==> config.mk <==
export PLATFORM = sky130hd
export DESIGN_NAME = wdog_supervisor
export DESIGN_NICKNAME = d
export VERILOG_FILES = /design/src/rtl/wdsup_pkg.sv /design/src/rtl/wdsup_sync.sv /design/src/rtl/wdsup_datapath.sv /design/src/rtl/wdsup_control.sv /design/src/rtl/wdog_supervisor.sv
export SDC_FILE = /design/constraint.sdc
export NUM_CORES = 1
export LEC_CHECK = 0
export ABC_AREA = 0
export ABC_CLOCK_PERIOD_IN_PS = 2400
export BUFFER_PORTS_ARGS = -buffer_cell sky130_fd_sc_hd__buf_2
export CAP_MARGIN = 0
export CELL_PAD_IN_SITES_DETAIL_PLACEMENT = 1
export CELL_PAD_IN_SITES_GLOBAL_PLACEMENT = 2
export CORE_MARGIN = 4
export CORE_UTILIZATION = 39
export CTS_CLUSTER_DIAMETER = 40
export DETAILED_ROUTE_END_ITERATION = 10
export GPL_TIMING_DRIVEN = 0
export PLACE_DENSITY = 0.78
export SETUP_SLACK_MARGIN = 0.2
export SYNTH_ARGS = -nofsm -noshare
export SYNTH_HDL_FRONTEND = slang
export SYNTH_SLANG_ARGS = --single-unit
==> constraint.sdc <==
create_clock -name clk -period 2.4 [get_ports clk]
set_input_delay 0.36 -clock clk [delete_from_list [all_inputs] [get_ports clk]]
set_output_delay 0.36 -clock clk [all_outputs]
set_load 0.005 [all_outputs]
==> src/rtl/wdsup_pkg.sv <==
package wdsup_pkg;

  typedef enum logic [2:0] {
    PH_UV     = 3'd0,
    PH_POR    = 3'd1,
    PH_CLOSED = 3'd2,
    PH_OPEN   = 3'd3,
    PH_PULSE  = 3'd4
  } phase_e;

  // control -> datapath strobes
  typedef struct packed {
    logic   restart;
    phase_e phase;
  } tmrCmd_t;

  // datapath -> control status
  typedef struct packed {
    logic clrHit;
    logic uvActive;
    logic phaseDone;
  } dpStat_t;

endpackage

==> src/rtl/wdsup_sync.sv <==
module wdsup_sync #(
  parameter int STAGES    = 2,
  parameter bit RESET_VAL = 1'b0
) (
  input  logic clk,
  input  logic rstN,
  input  logic din,
  output logic dout
);
  logic [STAGES-1:0] chain;

  generate
    for (genvar s = 0; s < STAGES; s++) begin : g_stage
      if (s == 0) begin : g_first
        always_ff @(posedge clk or negedge rstN) begin
          if (!rstN) chain[0] <= RESET_VAL;
          else       chain[0] <= din;
        end
      end else begin : g_next
        always_ff @(posedge clk or negedge rstN) begin
          if (!rstN) chain[s] <= RESET_VAL;
          else       chain[s] <= chain[s-1];
        end
      end
    end
  endgenerate

  assign dout = chain[STAGES-1];
endmodule

==> src/rtl/wdsup_datapath.sv <==
module wdsup_datapath
  import wdsup_pkg::*;
#(
  parameter int TICKS_WD      = 4000,
  parameter int UV_QUAL_TICKS = 40,
  parameter int CLR_MIN_TICKS = 2,
  parameter int SYNC_STAGES   = 2
) (
  input  logic    clk,
  input  logic    rstN,
  input  logic    clrStrobeN,
  input  logic    uvFlag,
  input  tmrCmd_t cmd,
  output dpStat_t stat
);
  localparam int CNT_W     = $clog2(TICKS_WD + 1);
  localparam int CLOSED_LEN = TICKS_WD * 4 / 5;
  localparam int OPEN_LEN   = TICKS_WD * 2 / 5;
  localparam int PULSE_LEN  = (TICKS_WD / 40 < 1) ? 1 : TICKS_WD / 40;
  localparam int POR_LEN    = TICKS_WD;
  localparam int LOW_W      = $clog2(CLR_MIN_TICKS + 1);
  localparam int HI_W       = $clog2(UV_QUAL_TICKS + 1);
  localparam logic [LOW_W-1:0] LOW_HIT  = LOW_W'(CLR_MIN_TICKS - 1);
  localparam logic [HI_W-1:0]  HI_QUAL  = HI_W'(UV_QUAL_TICKS - 1);

  logic clrSync, uvSync;

  wdsup_sync #(.STAGES(SYNC_STAGES), .RESET_VAL(1'b1)) u_clrSync (
    .clk(clk), .rstN(rstN), .din(clrStrobeN), .dout(clrSync));

  wdsup_sync #(.STAGES(SYNC_STAGES), .RESET_VAL(1'b1)) u_uvSync (
    .clk(clk), .rstN(rstN), .din(uvFlag), .dout(uvSync));

  // kick width qualifier: one hit per low pulse, once it is wide enough
  logic [LOW_W-1:0] lowRun;
  always_ff @(posedge clk or negedge rstN) begin
    if (!rstN)                  lowRun <= '0;
    else if (clrSync)           lowRun <= '0;
    else if (lowRun != LOW_HIT + 1'b1) lowRun <= lowRun + 1'b1;
  end
  assign stat.clrHit = !clrSync && (lowRun == LOW_HIT);

  // under-voltage qualifier
  logic [HI_W-1:0] hiRun;
  logic            uvActive;
  always_ff @(posedge clk or negedge rstN) begin
    if (!rstN) begin
      hiRun    <= '0;
      uvActive <= 1'b1;
    end else if (!uvSync) begin
      hiRun    <= '0;
      uvActive <= 1'b0;
    end else if (hiRun == HI_QUAL) begin
      uvActive <= 1'b1;
    end else begin
      hiRun <= hiRun + 1'b1;
    end
  end
  assign stat.uvActive = uvActive;

  // phase timer
  logic [CNT_W-1:0] tick;
  logic [CNT_W-1:0] lastTick;

  always_ff @(posedge clk or negedge rstN) begin
    if (!rstN)            tick <= '0;
    else if (cmd.restart) tick <= '0;
    else if (tick != lastTick) tick <= tick + 1'b1;
  end

  always_comb begin
    unique case (cmd.phase)
      PH_POR:    lastTick = CNT_W'(POR_LEN - 1);
      PH_CLOSED: lastTick = CNT_W'(CLOSED_LEN - 1);
      PH_OPEN:   lastTick = CNT_W'(OPEN_LEN - 1);
      PH_PULSE:  lastTick = CNT_W'(PULSE_LEN - 1);
      default:   lastTick = '0;
    endcase
  end
  assign stat.phaseDone = (tick == lastTick);

endmodule

==> src/rtl/wdsup_control.sv <==
module wdsup_control
  import wdsup_pkg::*;
#(
  parameter int ENABLE_CLEARS = 3
) (
  input  logic    clk,
  input  logic    rstN,
  input  dpStat_t stat,
  output tmrCmd_t cmd,
  output phase_e  phase,
  output logic    sysResetN,
  output logic    sysEnable
);
  localparam int GOOD_W = $clog2(ENABLE_CLEARS + 1);
  localparam logic [GOOD_W-1:0] GOOD_MAX = GOOD_W'(ENABLE_CLEARS);

  phase_e           nextPh;
  logic [GOOD_W-1:0] goodCnt, nextGood;
  logic             nextRun;

  always_comb begin
    nextPh   = phase;
    nextGood = goodCnt;
    if (stat.uvActive) begin
      nextPh = PH_UV;
    end else begin
      unique case (phase)
        PH_UV:     nextPh = PH_POR;
        PH_POR:    if (stat.phaseDone) nextPh = PH_CLOSED;
        PH_CLOSED: begin
          if (stat.clrHit)         nextPh = PH_PULSE;
          else if (stat.phaseDone) nextPh = PH_OPEN;
        end
        PH_OPEN: begin
          if (stat.clrHit) begin
            nextPh = PH_CLOSED;
            if (goodCnt != GOOD_MAX) nextGood = goodCnt + 1'b1;
          end else if (stat.phaseDone) begin
            nextPh = PH_PULSE;
          end
        end
        PH_PULSE:  if (stat.phaseDone) nextPh = PH_CLOSED;
        default:   nextPh = PH_UV;
      endcase
    end
    nextRun = (nextPh == PH_CLOSED) || (nextPh == PH_OPEN);
    if (!nextRun) nextGood = '0;
  end

  // restart the timer on every phase change, and also when a kick
  // in the open interval opens a fresh closed interval
  assign cmd.restart = (nextPh != phase) || (phase == PH_UV);
  assign cmd.phase   = phase;

  always_ff @(posedge clk or negedge rstN) begin
    if (!rstN) begin
      phase     <= PH_UV;
      goodCnt   <= '0;
      sysResetN <= 1'b0;
      sysEnable <= 1'b0;
    end else begin
      phase     <= nextPh;
      goodCnt   <= nextGood;
      sysResetN <= nextRun;
      sysEnable <= nextRun && (nextGood == GOOD_MAX);
    end
  end
endmodule

==> src/rtl/wdog_supervisor.sv <==
module wdog_supervisor
  import wdsup_pkg::*;
#(
  parameter int TICKS_WD      = 4000,
  parameter int UV_QUAL_TICKS = 40,
  parameter int CLR_MIN_TICKS = 2,
  parameter int ENABLE_CLEARS = 3
) (
  input  logic clk,
  input  logic rstN,
  input  logic clrStrobeN,
  input  logic uvFlag,
  output logic sysResetN,
  output logic sysEnable
);
  tmrCmd_t tmrCmd;
  dpStat_t dpStat;
  phase_e  curPhase;

  wdsup_datapath #(
    .TICKS_WD(TICKS_WD), .UV_QUAL_TICKS(UV_QUAL_TICKS),
    .CLR_MIN_TICKS(CLR_MIN_TICKS), .SYNC_STAGES(2)
  ) u_dp (
    .clk(clk), .rstN(rstN), .clrStrobeN(clrStrobeN), .uvFlag(uvFlag),
    .cmd(tmrCmd), .stat(dpStat));

  wdsup_control #(.ENABLE_CLEARS(ENABLE_CLEARS)) u_ctl (
    .clk(clk), .rstN(rstN), .stat(dpStat), .cmd(tmrCmd), .phase(curPhase),
    .sysResetN(sysResetN), .sysEnable(sysEnable));
endmodule

==> results.toml <==
[outcome]
status = "completed"

[pwr]
powerDensity_mw_per_mm2 = 556
p_leak_nw = 0.877
worst_ir_drop_vdd_v = 0.000329

[floorplan]
start_util_pct = 41.0
rows = 23
die_h_um = 73.3
die_x_um = 73.3
io_pins = 6
die_area_mm2 = 0.00538
core_mm2 = 0.00406

[clocking]
clock_sinks = 32
numCtsBuffers = 5
tritoncts = "built"
ctsHtreeMaxLevel = 2
clock_latency_ns = 0.28
clockBufferDepth = 2
cts_root_buf = "clkbuf_8"
clk_pin_slew_ns = 0.07

[setup_path]
startpoint_type = "flip-flop"
r2r-end = "u_dp.tick[5]"
cp.arrival_ns = 2.37
r2r_slack_ns = 0.21
critPathRequiredTime_ns = 2.57
crit_path_end_kind = "flip-flop"
reg2reg_from = "u_ctl.phase[0]"
crit_fanout = 7
worst-r2r-cell-count = 7
crit_type = "reg2reg"

[cells_and_area]
final_cells = 236
area_growth_pct = 18.6
drive_gt1_share_pct = 23.1
num_antenna_cells = 0
final_net_count = 193

[global_routing]
grt_pass1_vias = 1342
grt_pass1_wl_um = 6370
globalRouteTotalUtil_pct = 15.6
grt_overflow = 0
grt_max_degree = 33
antenna_found_initial = 0

[timing]
maxSlewHeadroom_pct = 52.3
fin_crit_ns = 2.19
slew_viol_final = 0
setup_tns_ns = 0
finalCritPeriodShare_pct = 91.3
timing.hold.ws_ns = 0.125
worstMarginPinSlew_ns = 0.715
rsz0062_at_grt = "true"
hold_viol_final = 0
fmaxAchievable_mhz = 456
skew_ns = 0.00429
setup_viol = 0

[placed_design]
io_buffers = 5
placed_cells = 224
gp_congestion = 0.787
place_hpwl_um = 2570

[synth]
ys_seq_area_share_pct = 48.5
synth_top_area_share_pct = 40.6
yosysTopAreaCell = "dfrtp_1"
syn-cell-area_mm2 = 0.00166
synth-edff-count = 0
synthDistinctLibCells = 41
synth-async-reset-ratio_pct = 100
avgSynthCellArea_um2 = 9.85
synth.net_count = 177
synth_top_flop_cell = "dfrtp_1"
synth_area_leaders = "dfrtp_1, dfstp_2, nor2_1"
ys_seq_elements = 32
synth_cells = 169
synth_warnings = 0
synthTopCellsByCount = "dfrtp_1, nor2_1, nand3_1"

[job]
cap_violations = 0

[detailed_routing]
firstDrtPassIters = 4
drt-vias-per-instance = 5.24
drt_iter0_drc = 57
wl_um = 3670
wl_per_cell_um = 15.6
ant_nets = 0
num_vias = 1237
drc = 0

[worst_hold_path]
worstHoldPathType = "in2async"
-- how the worst max path moves through the flow --
stage	start	endpoint	slack [ns]	cells past startpoint
6_report	u_ctl.phase[0]	u_dp.tick[5]	0.21	7
5_1_grt	u_ctl.phase[0]	u_ctl.sysEnable	0.11	7
4_1_cts	u_ctl.phase[0]	u_ctl.sysEnable	0.20	8
3_5_place_dp	u_ctl.phase[1]	u_dp.tick[10]	0.04	7
3_3_place_gp	u_ctl.phase[1]	u_dp.tick[0]	0.07	7
2_1_floorplan	u_ctl.phase[0]	u_dp.tick[0]	0.34	7
-- area by class of cell --
cell class                 instances  area (um^2)
fill                             468         2080
inverter                           8         30.0
sequential                        32          810
clock buffer                       7         86.3
tap                               50         62.6
buffer                             4         32.5
multi-input combinational        125          873
clock inverter                     1         7.51
timing repair buffer               9         72.6
-- worst max-delay path, cell delays in order, from the launching register on --
cell	delay, ns
dfrtp_2	0.44
or3_4	0.39
a2111oi_4	0.40
nor3_4	0.11
a211oi_4	0.33
or3_4	0.23
clkbuf_16	0.14
nor2_2	0.04
-- kinds of logic (layout without fill, tap and decap cells) --
group	after synthesis	after routing	share of synthesized area (%)
AND/OR/NAND/NOR	81	81	25.7
flip-flops	32	32	48.5
adder cells (fa/ha/maj)	4	4	3.01
AO/OA/AOI/OAI	22	22	10.1
buffers and inverters	12	29	3.16
XOR/XNOR	17	17	8.95
multiplexers	1	1	0.602
-- routing by layer --
layer  vias up  track usage (%)  share of wire (%)
met4         0             7.24                1.6
met1       613             21.4                 49
met2         8             23.6                 47
li1        611                -                  -
met5         -                0                  0
met3         5             3.28                1.9
-- sequential cells by signal (all words and copies together), names as in the netlist --
signal	flops
u_dp.u_uvSync.chain	1
u_dp.u_clrSync.dout	1
u_ctl.sysResetN	1
u_dp.u_clrSync.chain	1
u_ctl.sysEnable	1
u_dp.hiRun	6
u_ctl.phase	3
u_dp.u_uvSync.dout	1
u_ctl.goodCnt	2
u_dp.tick	12
u_dp.lowRun	2
u_dp.uvActive	1
-- where the power goes --
part	total (W)	leakage [nW]	switching, W	internal, W
combinational	0.0000837	0.424	0.0000513	0.0000325
clock	0.000433	0.0445	0.000200	0.000233
sequential	0.000581	0.408	0.0000185	0.000562
-- stage by stage --
step                util [%]  setup WS (ns)  cell area [um^2]  power (W)
floorplan                  -          0.344              1660   0.000642
global placement        43.2         0.0714              1750   0.000664
detailed placement      43.2         0.0364              1750   0.000679
CTS                     47.0          0.205              1910    0.00112
global route            48.7          0.114              1970    0.00116
finish                  48.7          0.208              1970    0.00110
-- what timing repair did --
action	in CTS	in global routing
resized for setup	9	12
pin swaps	5	7
hold buffers	0	0
setup buffers	2	1
endpoints found under the setup margin	15	17
gates cloned	0	1
-- placed cells by master, fill, tap and decap left out, types with 2 or more instances in the layout --
cell	instances
clkbuf_8	6
xor2_1	9
nor3_1	5
nor2_2	4
and3_1	5
dfrtp_2	2
and2_1	3
nor3b_1	4
o21ai_0	3
a221oi_2	2
dfstp_2	5
buf_4	3
nand2_1	5
buf_2	7
nor2b_1	5
a21oi_1	5
dfrtp_1	25
nand3_1	12
nor2_1	23
inv_1	8
xnor2_1	8
or3_4	2
ha_1	4
Power figures use the tool's default switching activity.
